**config.mk**
```make
export PLATFORM = sky130hd
export DESIGN_NAME = wake_settle_top
export DESIGN_NICKNAME = d
export VERILOG_FILES = /design/src/rtl/wk_pkg.sv /design/src/rtl/wk_regs.sv /design/src/rtl/wk_wait_decode.sv /design/src/rtl/wk_settle_cnt.sv /design/src/rtl/wk_ctrl.sv /design/src/rtl/wake_settle_top.sv
export SDC_FILE = /design/constraint.sdc
export NUM_CORES = 1
export LEC_CHECK = 0
export BUFFER_PORTS_ARGS = -buffer_cell sky130_fd_sc_hd__clkbuf_2
export CAP_MARGIN = 20
export CORE_MARGIN = 2
export CORE_UTILIZATION = 50
export CTS_CLUSTER_DIAMETER = 200
export DETAILED_ROUTE_END_ITERATION = 8
export PLACE_DENSITY_LB_ADDON = 0.05
export SETUP_SLACK_MARGIN = 0.3
export SLEW_MARGIN = 20
export SYNTH_ARGS = -nofsm -noshare
export SYNTH_HDL_FRONTEND = slang
export SYNTH_SLANG_ARGS = --single-unit
```
**constraint.sdc**
```tcl
create_clock -name clk -period 6.4 [get_ports clk]
set_clock_uncertainty 0.1 [all_clocks]
set_input_delay 1.28 -clock clk [delete_from_list [all_inputs] [get_ports clk]]
set_output_delay 1.28 -clock clk [all_outputs]
set_load 0.02 [all_outputs]
```
**src/rtl/wk_pkg.sv**
```systemverilog
package wk_pkg;
  localparam int REG_W   = 8;
  localparam int SEL_W   = 3;
  localparam int SEL_LSB = 4;
  localparam int LS_POS  = 3;
  localparam int FIX_POS = 2;

  typedef enum logic [1:0] {
    PH_RUN    = 2'd0,
    PH_LOW    = 2'd1,
    PH_SETTLE = 2'd2
  } phase_e;
endpackage

```
**src/rtl/wk_regs.sv**
```systemverilog
module wk_regs
  import wk_pkg::*;
(
  input  logic             clk,
  input  logic             rst_n,
  input  logic             wr_en,
  input  logic [REG_W-1:0] wr_data,
  output logic [REG_W-1:0] rd_data,
  output logic [SEL_W-1:0] sel,
  output logic             lson
);
  logic unused_wr_bits;
  assign unused_wr_bits = ^{wr_data[REG_W-1], wr_data[FIX_POS:0]};

  always_ff @(posedge clk or negedge rst_n) begin
    if (!rst_n) begin
      sel  <= '0;
      lson <= 1'b0;
    end else if (wr_en) begin
      sel  <= wr_data[SEL_LSB +: SEL_W];
      lson <= wr_data[LS_POS];
    end
  end

  always_comb begin
    rd_data                   = '0;
    rd_data[SEL_LSB +: SEL_W] = sel;
    rd_data[LS_POS]           = lson;
    rd_data[FIX_POS]          = 1'b1;
  end
endmodule

```
**src/rtl/wk_wait_decode.sv**
```systemverilog
module wk_wait_decode
  import wk_pkg::*;
#(
  parameter int LONG_LOG2  = 13,
  parameter int LONG_CODES = 5,
  parameter int SHORT0     = 2,
  parameter int SHORT1     = 8,
  parameter int SHORT2     = 16,
  localparam int CNT_W     = LONG_LOG2 + LONG_CODES - 1
) (
  input  logic [SEL_W-1:0] sel,
  output logic [CNT_W-1:0] load_val
);
  logic [CNT_W-1:0] long_tab  [LONG_CODES];
  logic [CNT_W-1:0] short_tab [3];

  for (genvar g = 0; g < LONG_CODES; g++) begin : g_long
    assign long_tab[g] = CNT_W'((64'd1 << (LONG_LOG2 + g)) - 64'd1);
  end

  assign short_tab[0] = CNT_W'(SHORT0 - 1);
  assign short_tab[1] = CNT_W'(SHORT1 - 1);
  assign short_tab[2] = CNT_W'(SHORT2 - 1);

  always_comb begin
    load_val = '0;
    for (int i = 0; i < LONG_CODES; i++)
      if (sel == SEL_W'(i)) load_val = long_tab[i];
    for (int j = 0; j < 3; j++)
      if (sel == SEL_W'(LONG_CODES + j)) load_val = short_tab[j];
  end
endmodule

```
**src/rtl/wk_settle_cnt.sv**
```systemverilog
module wk_settle_cnt #(
  parameter int CNT_W = 17
) (
  input  logic             clk,
  input  logic             rst_n,
  input  logic             load,
  input  logic [CNT_W-1:0] load_val,
  input  logic             run,
  output logic             zero
);
  logic [CNT_W-1:0] cnt;

  always_ff @(posedge clk or negedge rst_n) begin
    if (!rst_n)                 cnt <= '0;
    else if (load)              cnt <= load_val;
    else if (run && cnt != '0)  cnt <= cnt - 1'b1;
  end

  assign zero = (cnt == '0);
endmodule

```
**src/rtl/wk_ctrl.sv**
```systemverilog
module wk_ctrl
  import wk_pkg::*;
(
  input  logic clk,
  input  logic rst_n,
  input  logic sleep_req,
  input  logic sleep_watch,
  input  logic wake_irq,
  input  logic lson,
  input  logic cnt_zero,
  output logic cnt_load,
  output logic cnt_run,
  output logic ready,
  output logic cpu_en,
  output logic per_en,
  output logic resume_sub
);
  phase_e phase;
  logic   in_watch;

  always_ff @(posedge clk or negedge rst_n) begin
    if (!rst_n) begin
      phase      <= PH_RUN;
      in_watch   <= 1'b0;
      resume_sub <= 1'b0;
    end else begin
      unique case (phase)
        PH_RUN: if (sleep_req) begin
          phase    <= PH_LOW;
          in_watch <= sleep_watch;
        end
        PH_LOW: if (wake_irq) begin
          phase      <= PH_SETTLE;
          resume_sub <= in_watch & lson;
        end
        PH_SETTLE: if (cnt_zero) phase <= PH_RUN;
        default: phase <= PH_RUN;
      endcase
    end
  end

  assign cnt_load = (phase == PH_LOW) && wake_irq;
  assign cnt_run  = (phase == PH_SETTLE);
  assign ready    = (phase == PH_SETTLE) && cnt_zero;
  assign cpu_en   = (phase == PH_RUN) || ready;
  assign per_en   = (phase == PH_RUN) || ready;
endmodule

```
**src/rtl/wake_settle_top.sv**
```systemverilog
module wake_settle_top
  import wk_pkg::*;
#(
  parameter int LONG_LOG2  = 13,
  parameter int LONG_CODES = 5,
  parameter int SHORT0     = 2,
  parameter int SHORT1     = 8,
  parameter int SHORT2     = 16,
  localparam int CNT_W     = LONG_LOG2 + LONG_CODES - 1
) (
  input  logic       clk,
  input  logic       rst_n,
  input  logic       reg_wr_en,
  input  logic [7:0] reg_wr_data,
  output logic [7:0] reg_rd_data,
  input  logic       sleep_req,
  input  logic       sleep_watch,
  input  logic       wake_irq,
  output logic       settle_ready,
  output logic       cpu_clk_en,
  output logic       per_clk_en,
  output logic       resume_sub
);
  logic [SEL_W-1:0] sel;
  logic             lson;
  logic [CNT_W-1:0] load_val;
  logic             cnt_load, cnt_run, cnt_zero;

  wk_regs u_regs (
    .clk(clk), .rst_n(rst_n), .wr_en(reg_wr_en), .wr_data(reg_wr_data),
    .rd_data(reg_rd_data), .sel(sel), .lson(lson)
  );

  wk_wait_decode #(
    .LONG_LOG2(LONG_LOG2), .LONG_CODES(LONG_CODES),
    .SHORT0(SHORT0), .SHORT1(SHORT1), .SHORT2(SHORT2)
  ) u_dec (
    .sel(sel), .load_val(load_val)
  );

  wk_settle_cnt #(.CNT_W(CNT_W)) u_cnt (
    .clk(clk), .rst_n(rst_n), .load(cnt_load), .load_val(load_val),
    .run(cnt_run), .zero(cnt_zero)
  );

  wk_ctrl u_ctrl (
    .clk(clk), .rst_n(rst_n), .sleep_req(sleep_req), .sleep_watch(sleep_watch),
    .wake_irq(wake_irq), .lson(lson), .cnt_zero(cnt_zero),
    .cnt_load(cnt_load), .cnt_run(cnt_run), .ready(settle_ready),
    .cpu_en(cpu_clk_en), .per_en(per_clk_en), .resume_sub(resume_sub)
  );
endmodule

```
==> tab_implementation.tex <==
\begin{tabular}{lr}
\hline
Metric & Value \\
\hline
\multicolumn{2}{l}{\textbf{Yosys}} \\
\quad Number of synthesized flops with an enable pin & 0 \\
\quad Unique masters post-synth & 47 \\
\quad Leading post-synthesis cells by instance count & dfrtp\_1, nor2\_1, a21oi\_1 \\
\quad Cell count after synthesis & 155 \\
\quad Share of the synthesized area in the top cell type & 41.7\% \\
\quad Total standard cell area after synthesis & 1500 um\^{}2 \\
\quad Area share of fa/ha/maj cells after synthesis & 1.67\% \\
\quad Post-synthesis register bit count & 25 \\
\quad Dominant combinational cell family by area after synthesis & simple AND/OR/NAND/NOR gates \\
\quad Top cells by area in the synthesized netlist & dfrtp\_1, nor2\_1, mux2\_2 \\
\quad Ys Warns & 0 \\
\quad Syn Area/Cell & a little under 10 um\^{}2 \\
\quad XOR/XNOR share of the synthesized area & 5.25\% \\
\quad Share of the yosys chip area belonging to registers & 41.7\% \\
\quad Synthesized-area fraction occupied by and/or/nand/nor cells & 23.8\% \\
\quad Most repeated cell in the gate-level netlist after synthesis & dfrtp\_1 \\
\quad Primary FF master, synth & dfrtp\_1 \\
\quad Area fraction in compound gates after synthesis & 14.9\% \\
\quad Multiplexer area fraction after synthesis & 5.09\% \\
\quad Post-synthesis cell type with the largest combined area & dfrtp\_1 \\
\quad Share of synthesized flip-flops with an asynchronous set or reset & 100\% \\
\multicolumn{2}{l}{\textbf{Final layout}} \\
\quad Finished Cell Area & 1570 um\^{}2 \\
\quad Nets & 184 \\
\quad Signed area change from the synthesized netlist to the final layout & 4.42\% \\
\quad N\_diodes & 0 \\
\quad Fraction of final layout cells with drive strength greater than 1 & 19.8\% \\
\quad Layout fillers & $\sim$260 \\
\multicolumn{2}{l}{\textbf{Floorplan}} \\
\quad IO Count & 26 \\
\quad Initial core utilization & 53.5\% \\
\quad Overall die area & 3450 um\^{}2 \\
\quad Number of placement rows & 19 \\
\quad Die W & 58.8 um \\
\quad CORE AREA & about 2800 um\^{}2 \\
\quad Die Span Y & 58.8 um \\
\multicolumn{2}{l}{\textbf{Routing}} \\
\quad Final routed wirelength across all metal layers & 3050 um \\
\quad Final routed DRC violation total & 1 \\
\quad DR WL/cell & 15.4 um \\
\quad Number of DRC violations after detailed-routing iteration 0 & 45 \\
\quad Detailed-route via count & 1,190 \\
\quad Remaining antenna violation count after routing & 0 \\
\quad Via density per instance & 6.01 \\
\quad First-pass DRT Iterations & 6 \\
\multicolumn{2}{l}{\textbf{GRT}} \\
\quad Tot GR Track Use & about a fifth \\
\quad Vias in the first global route & 1,152 \\
\quad Global-route wire length before repair & 5370 um \\
\quad Initial antenna violation count & 0 \\
\quad Maximum number of pins on one net before global-route repair & 26 \\
\quad Remaining global-route overflow & 0 \\
\multicolumn{2}{l}{\textbf{Power and ir drop}} \\
\quad PnR Total Power & 0.614 mW \\
\quad Leakage & 0.641 nW \\
\quad Switching component of the power & 0.260 mW \\
\quad Comb pwr share & approximately two fifths \\
\quad Worst vdd ir & 0.227 mV \\
\quad Sequential Power Share & between 40\% and 50\% \\
\quad Ratio of total power to cell area & slightly below 400 nW/um\^{}2 \\
\quad Internal power & 0.353 mW \\
\quad Clk network pwr share & about an eighth \\
\quad Net switching fraction of the power & 42.4\% \\
\multicolumn{2}{l}{\textbf{Clocking}} \\
\quad Num Clock Sinks & 25 \\
\quad Bufs on Longest Clock Path & 2 \\
\quad Clock tree from TritonCTS & yes \\
\quad \# Post-CTS Setup Buffers & 0 \\
\quad Hold bufs inserted after CTS & 0 \\
\quad Clock latency of the later-clocked register in the worst-skew pair & 0.33 ns \\
\quad H-tree level count & 1 \\
\quad Clock tree root buffer cell & clkbuf\_4 \\
\quad Count of instances resized after the clock tree is built & 0 \\
\quad Clock slew at reported path FFs & 0.14 ns \\
\quad Number of buffers created by CTS & 3 \\
\multicolumn{2}{l}{\textbf{Timing}} \\
\quad Crit share post-route & 60.9\% \\
\quad RSZ-0062 raised after global routing & no \\
\quad Setup total negative slack & 0 ns \\
\quad Number of endpoints with negative hold slack in the final report & 0 \\
\quad \# setup viols final & 0 \\
\quad Total count of max-transition violations in the final report & 0 \\
\quad Transition time at the pin with the least slew margin & 0.725 ns \\
\quad Max frequency & $\sim$260 MHz \\
\quad Worst max-slew margin expressed relative to the limit & 51.3\% \\
\quad Final critical delay including setup and external delays & between 3 and 4 ns \\
\multicolumn{2}{l}{\textbf{Placement}} \\
\quad Weighted congestion at the end of routability-driven global placement & 0.855 \\
\quad Placed cell areas & 1540 um\^{}2 \\
\quad Port Buffers & 17 \\
\quad HPWL after detailed placement & 2140 um \\
\multicolumn{2}{l}{\textbf{Min path}} \\
\quad Tightest Hold Check Type & flip-flop to flip-flop \\
\quad Number of instances on the worst hold path & 2 \\
\multicolumn{2}{l}{\textbf{Worst setup path}} \\
\quad Critical path data arrival time & 2.52 ns \\
\quad Kind of start point of the critical path & flip-flop \\
\quad Data required time of the critical path & about 5 ns \\
\quad Number of cells on the worst reg-to-reg path & 7 \\
\quad Setup CP Type & flip-flop to primary output \\
\quad Peak fanout along the critical path & 10 \\
\quad Critical Path End Type & primary output \\
\multicolumn{2}{l}{\textbf{Run}} \\
\quad Number of max-cap violations & 0 \\
\multicolumn{2}{l}{\textbf{Status}} \\
\quad Violations in the final reports & DRC \\
\quad Status & finished with violations \\
\hline
\end{tabular}
## kinds of logic (layout without fill, tap and decap cells)
| group | after synthesis | in the layout |
|---|---|---|
| buf+inv | 15 | 25 |
| fa+ha+maj | 2 | 2 |
| mux | 7 | 7 |
| simple gates | 62 | 62 |
| flops | 25 | 25 |
| compound gates | 33 | 33 |
| other cells | 2 | 4 |
| xor+xnor | 9 | 9 |
## registers in the layout (all words and copies together), names as in the netlist
| register | flops |
|---|---|
| u_ctrl.phase | 2 |
| u_cnt.cnt | 17 |
| u_ctrl.resume_sub | 1 |
| u_regs.sel | 3 |
| u_regs.lson | 1 |
| u_ctrl.in_watch | 1 |
## cell usage in the layout (no fill, tap or decap), types with 2 or more instances in the layout
| cell type | instances |
|---|---|
| a311oi_1 | 4 |
| a41oi_1 | 2 |
| a21oi_1 | 10 |
| nor2_1 | 16 |
| nor3b_1 | 2 |
| clkbuf_2 | 17 |
| xnor2_1 | 5 |
| nand4_1 | 4 |
| nand3_1 | 4 |
| or3_1 | 3 |
| conb_1 | 4 |
| or4_4 | 2 |
| a31oi_1 | 2 |
| mux2i_1 | 2 |
| mux2_2 | 5 |
| inv_1 | 4 |
| o21a_1 | 2 |
| nor4_1 | 4 |
| ha_1 | 2 |
| nand2_1 | 9 |
| o21ai_0 | 6 |
| clkbuf_4 | 3 |
| dfrtp_1 | 25 |
| nor3_1 | 4 |
| xor2_1 | 4 |
| nand2b_1 | 2 |
## cell type report
class	instances	area, um^2	share of cell area [%]
well taps	31	38.8	2.48
inverters	4	15.0	0.958
repair buffers	17	85.1	5.43
multi-input cells	117	776	49.5
flip-flops and latches	25	626	39.9
clock buffers	4	26.3	1.68
## power groups by stage
stage	Clock (mW)	Sequential, mW	Combinational [mW]
3_5_place_dp	0	0.289	0.253
4_1_cts	0.0779	0.286	0.254
3_3_place_gp	0	0.286	0.246
5_1_grt	0.0815	0.298	0.285
2_1_floorplan	0	0.275	0.215
6_report	0.0734	0.287	0.253
## metal layers
| layer | part of all wire [%] | vias to the layer above | track usage (%) |
|---|---|---|---|
| met5 | 0 | - | 0 |
| met3 | 4.4 | 7 | 2.20 |
| met4 | 2.1 | 0 | 8.77 |
| met2 | 47 | 42 | 31.1 |
| li1 | - | 585 | - |
| met1 | 46 | 556 | 29.3 |
## metrics by stage
step / std cells / util, % / setup WS (ns) / hold slack [ns]
detailed placement: 194 / 54.9 / 2.87 / 0.365
global placement: 194 / 54.9 / 2.92 / 0.358
CTS: 198 / 55.8 / 2.47 / 0.402
floorplan: 157 / - / 2.69 / 0.370
finish: 198 / 55.8 / 2.50 / 0.396
global route: 198 / 55.8 / 2.32 / 0.431
## final timing paths
check	startpoint	to	slack, ns
max	u_cnt.cnt[0]	per_clk_en	2.50
min	u_ctrl.resume_sub	u_ctrl.resume_sub	0.40
max reg2reg	u_cnt.cnt[0]	u_cnt.cnt[3]	3.86
min reg2reg	u_ctrl.resume_sub	u_ctrl.resume_sub	0.40
max in group asynchronous	rst_n	u_cnt.cnt[2]	4.95
min in group asynchronous	rst_n	u_cnt.cnt[8]	0.84
## worst max-delay path: stages (launching register included)
cell and delay [ns]:
dfrtp_1 0.40, inv_1 0.12, ha_1 0.21, or4b_1 0.44
or4_4 0.59, a21oi_1 0.23, clkbuf_2 0.20
No activity file was read; power rests on OpenSTA's default activity.
